`src/rtl/fcp_pkg.sv`:
```
package fcp_pkg;

    localparam int ADDR_W = 2;

    typedef enum logic [1:0] {
        ST_IDLE   = 2'd0,
        ST_SHIFT  = 2'd1,
        ST_COMMIT = 2'd2,
        ST_DROP   = 2'd3
    } fcp_state_e;

    typedef enum logic [ADDR_W-1:0] {
        RA_CLAMP  = 2'b00,
        RA_CUTOFF = 2'b01,
        RA_GAIN   = 2'b10,
        RA_EDGE   = 2'b11
    } fcp_addr_e;

endpackage

```
`src/rtl/fcp_sync.sv`:
```
module fcp_sync #(
    parameter int               WIDTH   = 1,
    parameter int               STAGES  = 2,
    parameter logic [WIDTH-1:0] RST_VAL = '0
) (
    input  logic             clk,
    input  logic             rst_n,
    input  logic [WIDTH-1:0] d,
    output logic [WIDTH-1:0] q
);

    generate
        for (genvar b = 0; b < WIDTH; b++) begin : g_bit
            logic [STAGES-1:0] chain;
            always_ff @(posedge clk or negedge rst_n) begin
                if (!rst_n) begin
                    chain <= {STAGES{RST_VAL[b]}};
                end else begin
                    chain <= {chain[STAGES-2:0], d[b]};
                end
            end
            assign q[b] = chain[STAGES-1];
        end
    endgenerate

endmodule

```
`src/rtl/fcp_frame_fsm.sv`:
```
module fcp_frame_fsm
    import fcp_pkg::*;
#(
    parameter int PAY_W = 10
) (
    input  logic              clk,
    input  logic              rst_n,
    input  logic              sclk_s,
    input  logic              en_n_s,
    input  logic              dat_s,
    output logic              wr_valid,
    output logic [ADDR_W-1:0] wr_addr,
    output logic [PAY_W-1:0]  wr_data
);

    localparam int FRAME_BITS = ADDR_W + PAY_W;
    localparam int CNT_MAX    = FRAME_BITS + 1;
    localparam int CNT_W      = $clog2(CNT_MAX + 1);

    fcp_state_e             state_q, state_d;
    logic                   sclk_q;
    logic                   sclk_rise;
    logic                   shift_en;
    logic [FRAME_BITS-1:0]  shreg_q;
    logic [CNT_W-1:0]       bit_cnt_q;

    assign sclk_rise = sclk_s & ~sclk_q;
    assign shift_en  = sclk_rise & ~en_n_s &
                       ((state_q == ST_IDLE) || (state_q == ST_SHIFT));

    // state register
    always_ff @(posedge clk or negedge rst_n) begin
        if (!rst_n) begin
            state_q <= ST_IDLE;
        end else begin
            state_q <= state_d;
        end
    end

    // next state
    always_comb begin
        state_d = state_q;
        unique case (state_q)
            ST_IDLE: begin
                if (!en_n_s) state_d = ST_SHIFT;
            end
            ST_SHIFT: begin
                if (en_n_s) begin
                    if (bit_cnt_q == CNT_W'(FRAME_BITS)) state_d = ST_COMMIT;
                    else                                 state_d = ST_DROP;
                end
            end
            ST_COMMIT: state_d = ST_IDLE;
            ST_DROP:   state_d = ST_IDLE;
            default:   state_d = ST_IDLE;
        endcase
    end

    // shift datapath
    always_ff @(posedge clk or negedge rst_n) begin
        if (!rst_n) begin
            sclk_q    <= 1'b0;
            shreg_q   <= '0;
            bit_cnt_q <= '0;
        end else begin
            sclk_q <= sclk_s;
            if (shift_en) begin
                shreg_q <= {shreg_q[FRAME_BITS-2:0], dat_s};
                if (state_q == ST_IDLE) begin
                    bit_cnt_q <= CNT_W'(1);
                end else if (bit_cnt_q != CNT_W'(CNT_MAX)) begin
                    bit_cnt_q <= bit_cnt_q + CNT_W'(1);
                end
            end else if (state_q == ST_IDLE) begin
                bit_cnt_q <= '0;
            end
        end
    end

    // outputs
    always_comb begin
        wr_valid = 1'b0;
        unique case (state_q)
            ST_COMMIT: wr_valid = 1'b1;
            ST_IDLE, ST_SHIFT, ST_DROP: wr_valid = 1'b0;
            default:   wr_valid = 1'b0;
        endcase
        wr_addr = shreg_q[FRAME_BITS-1 -: ADDR_W];
        wr_data = shreg_q[PAY_W-1:0];
    end

endmodule

```
`src/rtl/fcp_regbank.sv`:
```
module fcp_regbank
    import fcp_pkg::*;
#(
    parameter int                PAY_W    = 10,
    parameter int                CUT_W    = 4,
    parameter int                EDGE_W   = 3,
    parameter int                GAIN_SAT = 767,
    parameter logic [EDGE_W-1:0] EDGE_RST = 3'b110
) (
    input  logic              clk,
    input  logic              rst_n,
    input  logic              wr_valid,
    input  logic [ADDR_W-1:0] wr_addr,
    input  logic [PAY_W-1:0]  wr_data,
    output logic [PAY_W-1:0]  clamp_code,
    output logic [CUT_W-1:0]  cutoff_code,
    output logic [PAY_W-1:0]  gain_code,
    output logic [EDGE_W-1:0] edge_ctl,
    output logic              gain_stale,
    output logic              gain_sat
);

    logic payload_sat;
    assign payload_sat = (wr_data >= PAY_W'(GAIN_SAT));

    always_ff @(posedge clk or negedge rst_n) begin
        if (!rst_n) begin
            clamp_code  <= '0;
            cutoff_code <= '0;
            gain_code   <= '0;
            edge_ctl    <= EDGE_RST;
            gain_stale  <= 1'b0;
            gain_sat    <= 1'b0;
        end else if (wr_valid) begin
            unique case (fcp_addr_e'(wr_addr))
                RA_CLAMP: begin
                    clamp_code <= wr_data;
                    gain_stale <= 1'b1;
                end
                RA_CUTOFF: cutoff_code <= wr_data[CUT_W-1:0];
                RA_GAIN: begin
                    gain_code  <= wr_data;
                    gain_stale <= 1'b0;
                    gain_sat   <= payload_sat;
                end
                RA_EDGE: edge_ctl <= wr_data[EDGE_W-1:0];
                default: ;
            endcase
        end
    end

endmodule

```
`src/rtl/fcp_ctrl_port.sv`:
```
module fcp_ctrl_port #(
    parameter int         PAY_W       = 10,
    parameter int         CUT_W       = 4,
    parameter int         EDGE_W      = 3,
    parameter int         SYNC_STAGES = 2,
    parameter int         GAIN_SAT    = 767,
    parameter logic [2:0] EDGE_RST    = 3'b110
) (
    input  logic              clk,
    input  logic              rst_n,
    input  logic              ser_clk_i,
    input  logic              ser_en_n_i,
    input  logic              ser_dat_i,
    output logic [PAY_W-1:0]  clamp_code_o,
    output logic [CUT_W-1:0]  cutoff_code_o,
    output logic [PAY_W-1:0]  gain_code_o,
    output logic [EDGE_W-1:0] edge_ctl_o,
    output logic              gain_stale_o,
    output logic              gain_sat_o
);

    localparam int ADDR_W = fcp_pkg::ADDR_W;

    logic [2:0]        sync_q;
    logic              wr_valid;
    logic [ADDR_W-1:0] wr_addr;
    logic [PAY_W-1:0]  wr_data;

    // bit 2 serial clock, bit 1 enable (idles high), bit 0 data
    fcp_sync #(
        .WIDTH   (3),
        .STAGES  (SYNC_STAGES),
        .RST_VAL (3'b010)
    ) i_sync (
        .clk   (clk),
        .rst_n (rst_n),
        .d     ({ser_clk_i, ser_en_n_i, ser_dat_i}),
        .q     (sync_q)
    );

    fcp_frame_fsm #(
        .PAY_W (PAY_W)
    ) i_fsm (
        .clk      (clk),
        .rst_n    (rst_n),
        .sclk_s   (sync_q[2]),
        .en_n_s   (sync_q[1]),
        .dat_s    (sync_q[0]),
        .wr_valid (wr_valid),
        .wr_addr  (wr_addr),
        .wr_data  (wr_data)
    );

    fcp_regbank #(
        .PAY_W    (PAY_W),
        .CUT_W    (CUT_W),
        .EDGE_W   (EDGE_W),
        .GAIN_SAT (GAIN_SAT),
        .EDGE_RST (EDGE_W'(EDGE_RST))
    ) i_bank (
        .clk         (clk),
        .rst_n       (rst_n),
        .wr_valid    (wr_valid),
        .wr_addr     (wr_addr),
        .wr_data     (wr_data),
        .clamp_code  (clamp_code_o),
        .cutoff_code (cutoff_code_o),
        .gain_code   (gain_code_o),
        .edge_ctl    (edge_ctl_o),
        .gain_stale  (gain_stale_o),
        .gain_sat    (gain_sat_o)
    );

endmodule

```
`config.mk`:
```
export PLATFORM = sky130hd
export DESIGN_NAME = fcp_ctrl_port
export DESIGN_NICKNAME = d
export VERILOG_FILES = /design/src/rtl/fcp_pkg.sv /design/src/rtl/fcp_sync.sv /design/src/rtl/fcp_frame_fsm.sv /design/src/rtl/fcp_regbank.sv /design/src/rtl/fcp_ctrl_port.sv
export SDC_FILE = /design/constraint.sdc
export NUM_CORES = 1
export LEC_CHECK = 0
export ABC_AREA = 1
export BUFFER_PORTS_ARGS = -buffer_cell sky130_fd_sc_hd__buf_2
export CAP_MARGIN = 30
export CORE_UTILIZATION = 60
export DETAILED_ROUTE_END_ITERATION = 16
export PLACE_DENSITY = 0.92
export SLEW_MARGIN = 5
export SYNTH_ARGS = -nofsm -noshare
export SYNTH_HDL_FRONTEND = slang
export SYNTH_SLANG_ARGS = --single-unit
```
`constraint.sdc`:
```
create_clock -name clk -period 3.1 [get_ports clk]
set_input_delay 0 -clock clk [delete_from_list [all_inputs] [get_ports clk]]
set_output_delay 0 -clock clk [all_outputs]
set_load 0.01 [all_outputs]
```
# Yosys cells after proc, flatten, opt, wreduce, memory -nomap -nowiden
# Index checks and enable logic that the tools add are counted.
# W data, S select, Z words.
[totals]
reg_bits = 54
output_inout_bits = 29
elab_cells = 55
[classes]
add_sub_neg = 1
n_lt_le_gt_ge = 1
eq_ne = 10
muxes = 10
n_bitwise = 5
reduce_logical = 15
[ops]
columns = ["op", "count"]
rows = [
  ["$mux W4", 4],
  ["$reduce_and A2 Y1", 7],
  ["$ge A10 B10 Y1 const B", 1],
  ["$eq A2 B2 Y1 const B", 4],
  ["$pmux W2 S3", 1],
  ["$reduce_bool A2 Y1", 3],
  ["$add A4 B1 Y4 const B", 1],
  ["$eq A2 B1 Y1 const B", 2],
  ["$eq A4 B4 Y1 const B", 1],
  ["$logic_not A2 Y1", 2],
  ["$mux W2", 2],
  ["$ne A2 B2 Y1 const B", 2],
  ["$ne A4 B4 Y1 const B", 1],
  ["$pmux W1 S2", 2],
  ["$and A1 B1 Y1", 3],
  ["$reduce_or A3 Y1", 1],
  ["$not A1 Y1", 2],
  ["$reduce_or A2 Y1", 1],
  ["$logic_or A1 B1 Y1", 1],
  ["$mux W1", 1],
]

# Logic depth before layout (Yosys ltp)
[logic_depth]
word_depth = 6
mapped_depth = 7
ltp_nobuf = 7

# Hierarchy
# A second synthesis with hierarchy kept.
[unflattened]
hier_cells = 227
hier_area_um2 = 2288.4
[by_module_without_submodules]
columns = ["mod", "n_inst", "cells_each", "area_each_um2", "seq_area_each_um2"]
rows = [
  ["fcp_regbank", 1, 117, 1226.2, 728.2],
  ["fcp_frame_fsm", 1, 101, 887.1, 475.5],
  ["fcp_sync", 1, 9, 175.2, 152.6],
]

# Worst setup path after synthesis
# Ideal clock, no wire load.
[synth_timing]
kind = "register -> register"
from = "register i_sync.g_bit[1].chain[1]"
to = "register i_fsm.shreg_q[10]"
t_arrival_ns = 0.970
t_required_ns = 2.970
slack_ns = 2.000
stages_incl_launch_ff = 5
path_buffers = 1
path_cell_list = "dfstp_2 -> nor2_1 -> nand2_1 -> clkbuf_1 -> o21ai_0"
[synth_between]
elab_chain_cells = 3
[synth_lines]
columns = ["element", "line", "source"]
rows = [
  ["start, declared", "fcp_sync.sv:14", "logic [STAGES-1:0] chain;"],
  ["start signal, assigned", "fcp_sync.sv:17", "chain <= {STAGES{RST_VAL[b]}};"],
  ["start signal, assigned", "fcp_sync.sv:19", "chain <= {chain[STAGES-2:0], d[b]};"],
  ["$not A1 Y1", "fcp_frame_fsm.sv:28", "assign shift_en = sclk_rise & ~en_n_s &"],
  ["$and A1 B1 Y1 (2 in series)", "fcp_frame_fsm.sv:28", ""],
  ["end signal, assigned", "fcp_frame_fsm.sv:68", "shreg_q <= {shreg_q[FRAME_BITS-2:0], dat_s};"],
  ["end, declared", "fcp_frame_fsm.sv:24", "logic [FRAME_BITS-1:0] shreg_q;"],
]
# No other way between the ends.
# A chain may end at the register's enable or synchronous reset.

# Final worst setup path
# Ends and elaborated chain as after synthesis.

==> results.txt <==
Final wirelength: 3.91 mm
Critical path arrival: 1630 ps
Synthesized area per cell: 10.2 sq um
Post-CTS setup buffers: 0
Status: finished, final reports clean
Die Footprint: 3950 sq um
CTS Buf Count: 5
CP Cell Sequence: nor2_1 > nand2_1 > nand2_1 > o21ai_0
Ports: 34
Crit Path Max Fanout: 23
DRC viols: 0
Antenna cells: 0
Synth area leader: dfrtp_1
Clock Latency Late Sink: 310 ps
Slew margin rel.: 59.9%
Largest net degree at the start of global routing: 37
Via/cell ratio: 5.23
Unrepaired setup endpoints after global routing: no
Pleak: 1.29 nW
H-tree levels: 2
Starting Density: 64.5%
Fin crit period: 1420 ps
Slowest stage delay, CP: 550 ps
Global-route wire length before repair: 7.06 mm
Non-Filler Instances: 305
Area Growth Syn to Fin: 15.9%
Clock slew at reported path FFs: 90 ps
Total negative slack: 0 ps
Slowest-stage cell, CP: dfstp_2
Peak supply drop: 0.480 mV
Fmax: 0.704 GHz
Detailed Place HPWL: 2.86 mm
Sw Ratio: 30.2%
WS Path Type: reg2reg
Clk sinks: 54
FP Rows: 21
Mapped cell area: 2220 sq um
Share of cells above drive strength 1: 27.0%
I/O Buffers: 33
Count of cell types in the netlist: 20
Switching Power: 0.000494 W
Syn Nets: 226
P per Cell Area: 635 nW/um^2
Worst Max-Slew Pin Slew: 600 ps
Pre-Repair DR Iteration Count: 4
Max_cap viols: 0
Post-Synthesis Cells: 218
Drt initial violations: 128
Critical Path End Type: flip-flop
CORE AREA: 3440 sq um
Synth area leaders: dfrtp_1 (56%), nand2_1 (11%), o21ai_2 (5.9%)
Overall Global Routing Usage: 23.8%
Max clock buf depth: 2
Pins Over Slew Limit: 0
CP most frequent cell: nand2_1
Final Wtd Congestion: 0.775
DRT antenna net count: 0
Final setup viols: 0
CTS tree: built
Register area share after synthesis: 61.1%
P_int: 0.00114 W
Hold Vio Cnt, Final: 0
Per-cell routed wire length: 12.8 microns
Flop pwr share: 53.0%
Top-area cell type share of the netlist area: 56.3%
Via count: 1596
Tcrit/Tclk final: 45.8%
Clk pwr share: 29.0%
Final nets: 266
Hold Path Class: in2async
Register bit total from synthesis: 54
Die Span X: 62.8 microns
Die H: 62.8 microns
Root buffer cell: clkbuf_8
Worst Reg-to-Reg Cells: 4
Gate power share: 18.0%
CP startpoint kind: flip-flop
WP data required: 3310 ps
Ys Warns: 0
# hold bufs at CTS: 4
Post-Place Cells: 293
Vias in the first global route: 1489
Initial antenna violation count: 0
Post-CTS sizing: 0
Fin Clk Skew: 11.5 ps
Grt ovf: 0
[stage by stage]
step	power [W]	hold WS, ps	area [sq um]	setup slack (ps)	utilization [%]
global placement	0.00115	106	2400	1800	69.6
detailed placement	0.00117	-44.7	2420	1740	70.2
floorplan	0.00106	-296	2220	2000	-
finish	0.00163	150	2570	1680	74.8
global route	0.00172	212	2570	1600	74.8
CTS	0.00165	167	2570	1680	74.8
[cell families after synthesis]
family | synth area share [%]
AO/OA/AOI/OAI | 11.3
adder cells (fa/ha/maj) | 1.69
buffers and inverters | 6.14
flip-flops | 61.1
AND/OR/NAND/NOR | 19.8
[worst max-delay path, delay by kind of cell (launching register included)]
family             cells  cell delay, ps
and+or+nand+nor        3             660
AOI/OAI and AO/OA      1             120
DFF                    1             550
[layout by cell type (no fill, tap or decap)]
cell	n
and3_1	1
buf_12	1
buf_2	33
buf_4	1
bufinv_16	1
clkbuf_8	5
clkinv_4	1
dfrtp_1	50
dfstp_2	4
dlygate4sd3_1	4
ha_1	3
inv_1	20
inv_2	2
inv_6	1
nand2_1	64
nand3_1	10
nand3_2	2
nand3_4	2
nand4_1	3
nor2_1	10
nor2_4	1
nor2_8	1
o21ai_0	19
o21ai_1	5
o21ai_2	15
[power groups by stage]
stage / clock network [W] / registers (W) / logic (W)
after floorplan: 0 / 0.000883 / 0.000180
after global placement: 0 / 0.000871 / 0.000277
after detailed placement: 0 / 0.000878 / 0.000296
after CTS: 0.000480 / 0.000865 / 0.000300
after global routing: 0.000514 / 0.000877 / 0.000334
final: 0.000474 / 0.000866 / 0.000294
[area by class of cell]
| class | instances | area (sq um) |
|---|---|---|
| clock buffers | 5 | 68.8 |
| multi-input cells | 136 | 728 |
| repair buffers | 39 | 233 |
| inverters | 22 | 82.6 |
| fillers | 226 | 868 |
| well taps | 46 | 57.6 |
| flip-flops and latches | 54 | 1360 |
| clock inverters | 3 | 47.5 |
[state kept, by name, indices dropped and copies added (netlist names)]
signal              count
i_fsm.shreg_q          12
i_bank.clamp_code      10
i_bank.gain_code       10
i_sync.g_bit.chain      6
i_bank.cutoff_code      4
i_fsm.bit_cnt_q         4
i_bank.edge_ctl         3
i_fsm.state_q           2
i_bank.gain_sat         1
i_bank.gain_stale       1
i_fsm.sclk_q            1
[per-layer routing]
layer | GRT usage (%) | share of wire, % | up-vias
met4 | 8.14 | 2.2 | 0
met1 | 33.3 | 48 | 767
met5 | 0 | 0 | -
met3 | 6.93 | 3.6 | 8
met2 | 35.7 | 47 | 44
li1 | - | - | 777
[cells in the mapped netlist, drive strengths merged]
library cell  instances
inv                  22
nand3                14
and3                  1
ha                    3
dfrtp                50
o21ai                39
dfstp                 4
buf                   5
nand4                 3
nand2                64
nor2                 12
clkbuf                1
[worst paths after layout]
path                                                from                       end  slack [ps]
worst min-delay path                               rst_n        i_fsm.bit_cnt_q[2]         150
worst max register to register  i_sync.g_bit[1].chain[1]         i_fsm.shreg_q[10]        1680
max in group asynchronous                          rst_n        i_bank.edge_ctl[2]        2250
min in group clk                              ser_en_n_i  i_sync.g_bit[1].chain[0]         330
worst min register to register  i_sync.g_bit[0].chain[0]  i_sync.g_bit[0].chain[1]         360
worst max-delay path            i_sync.g_bit[1].chain[1]         i_fsm.shreg_q[10]        1680
(Power assumes the default switching activity.)
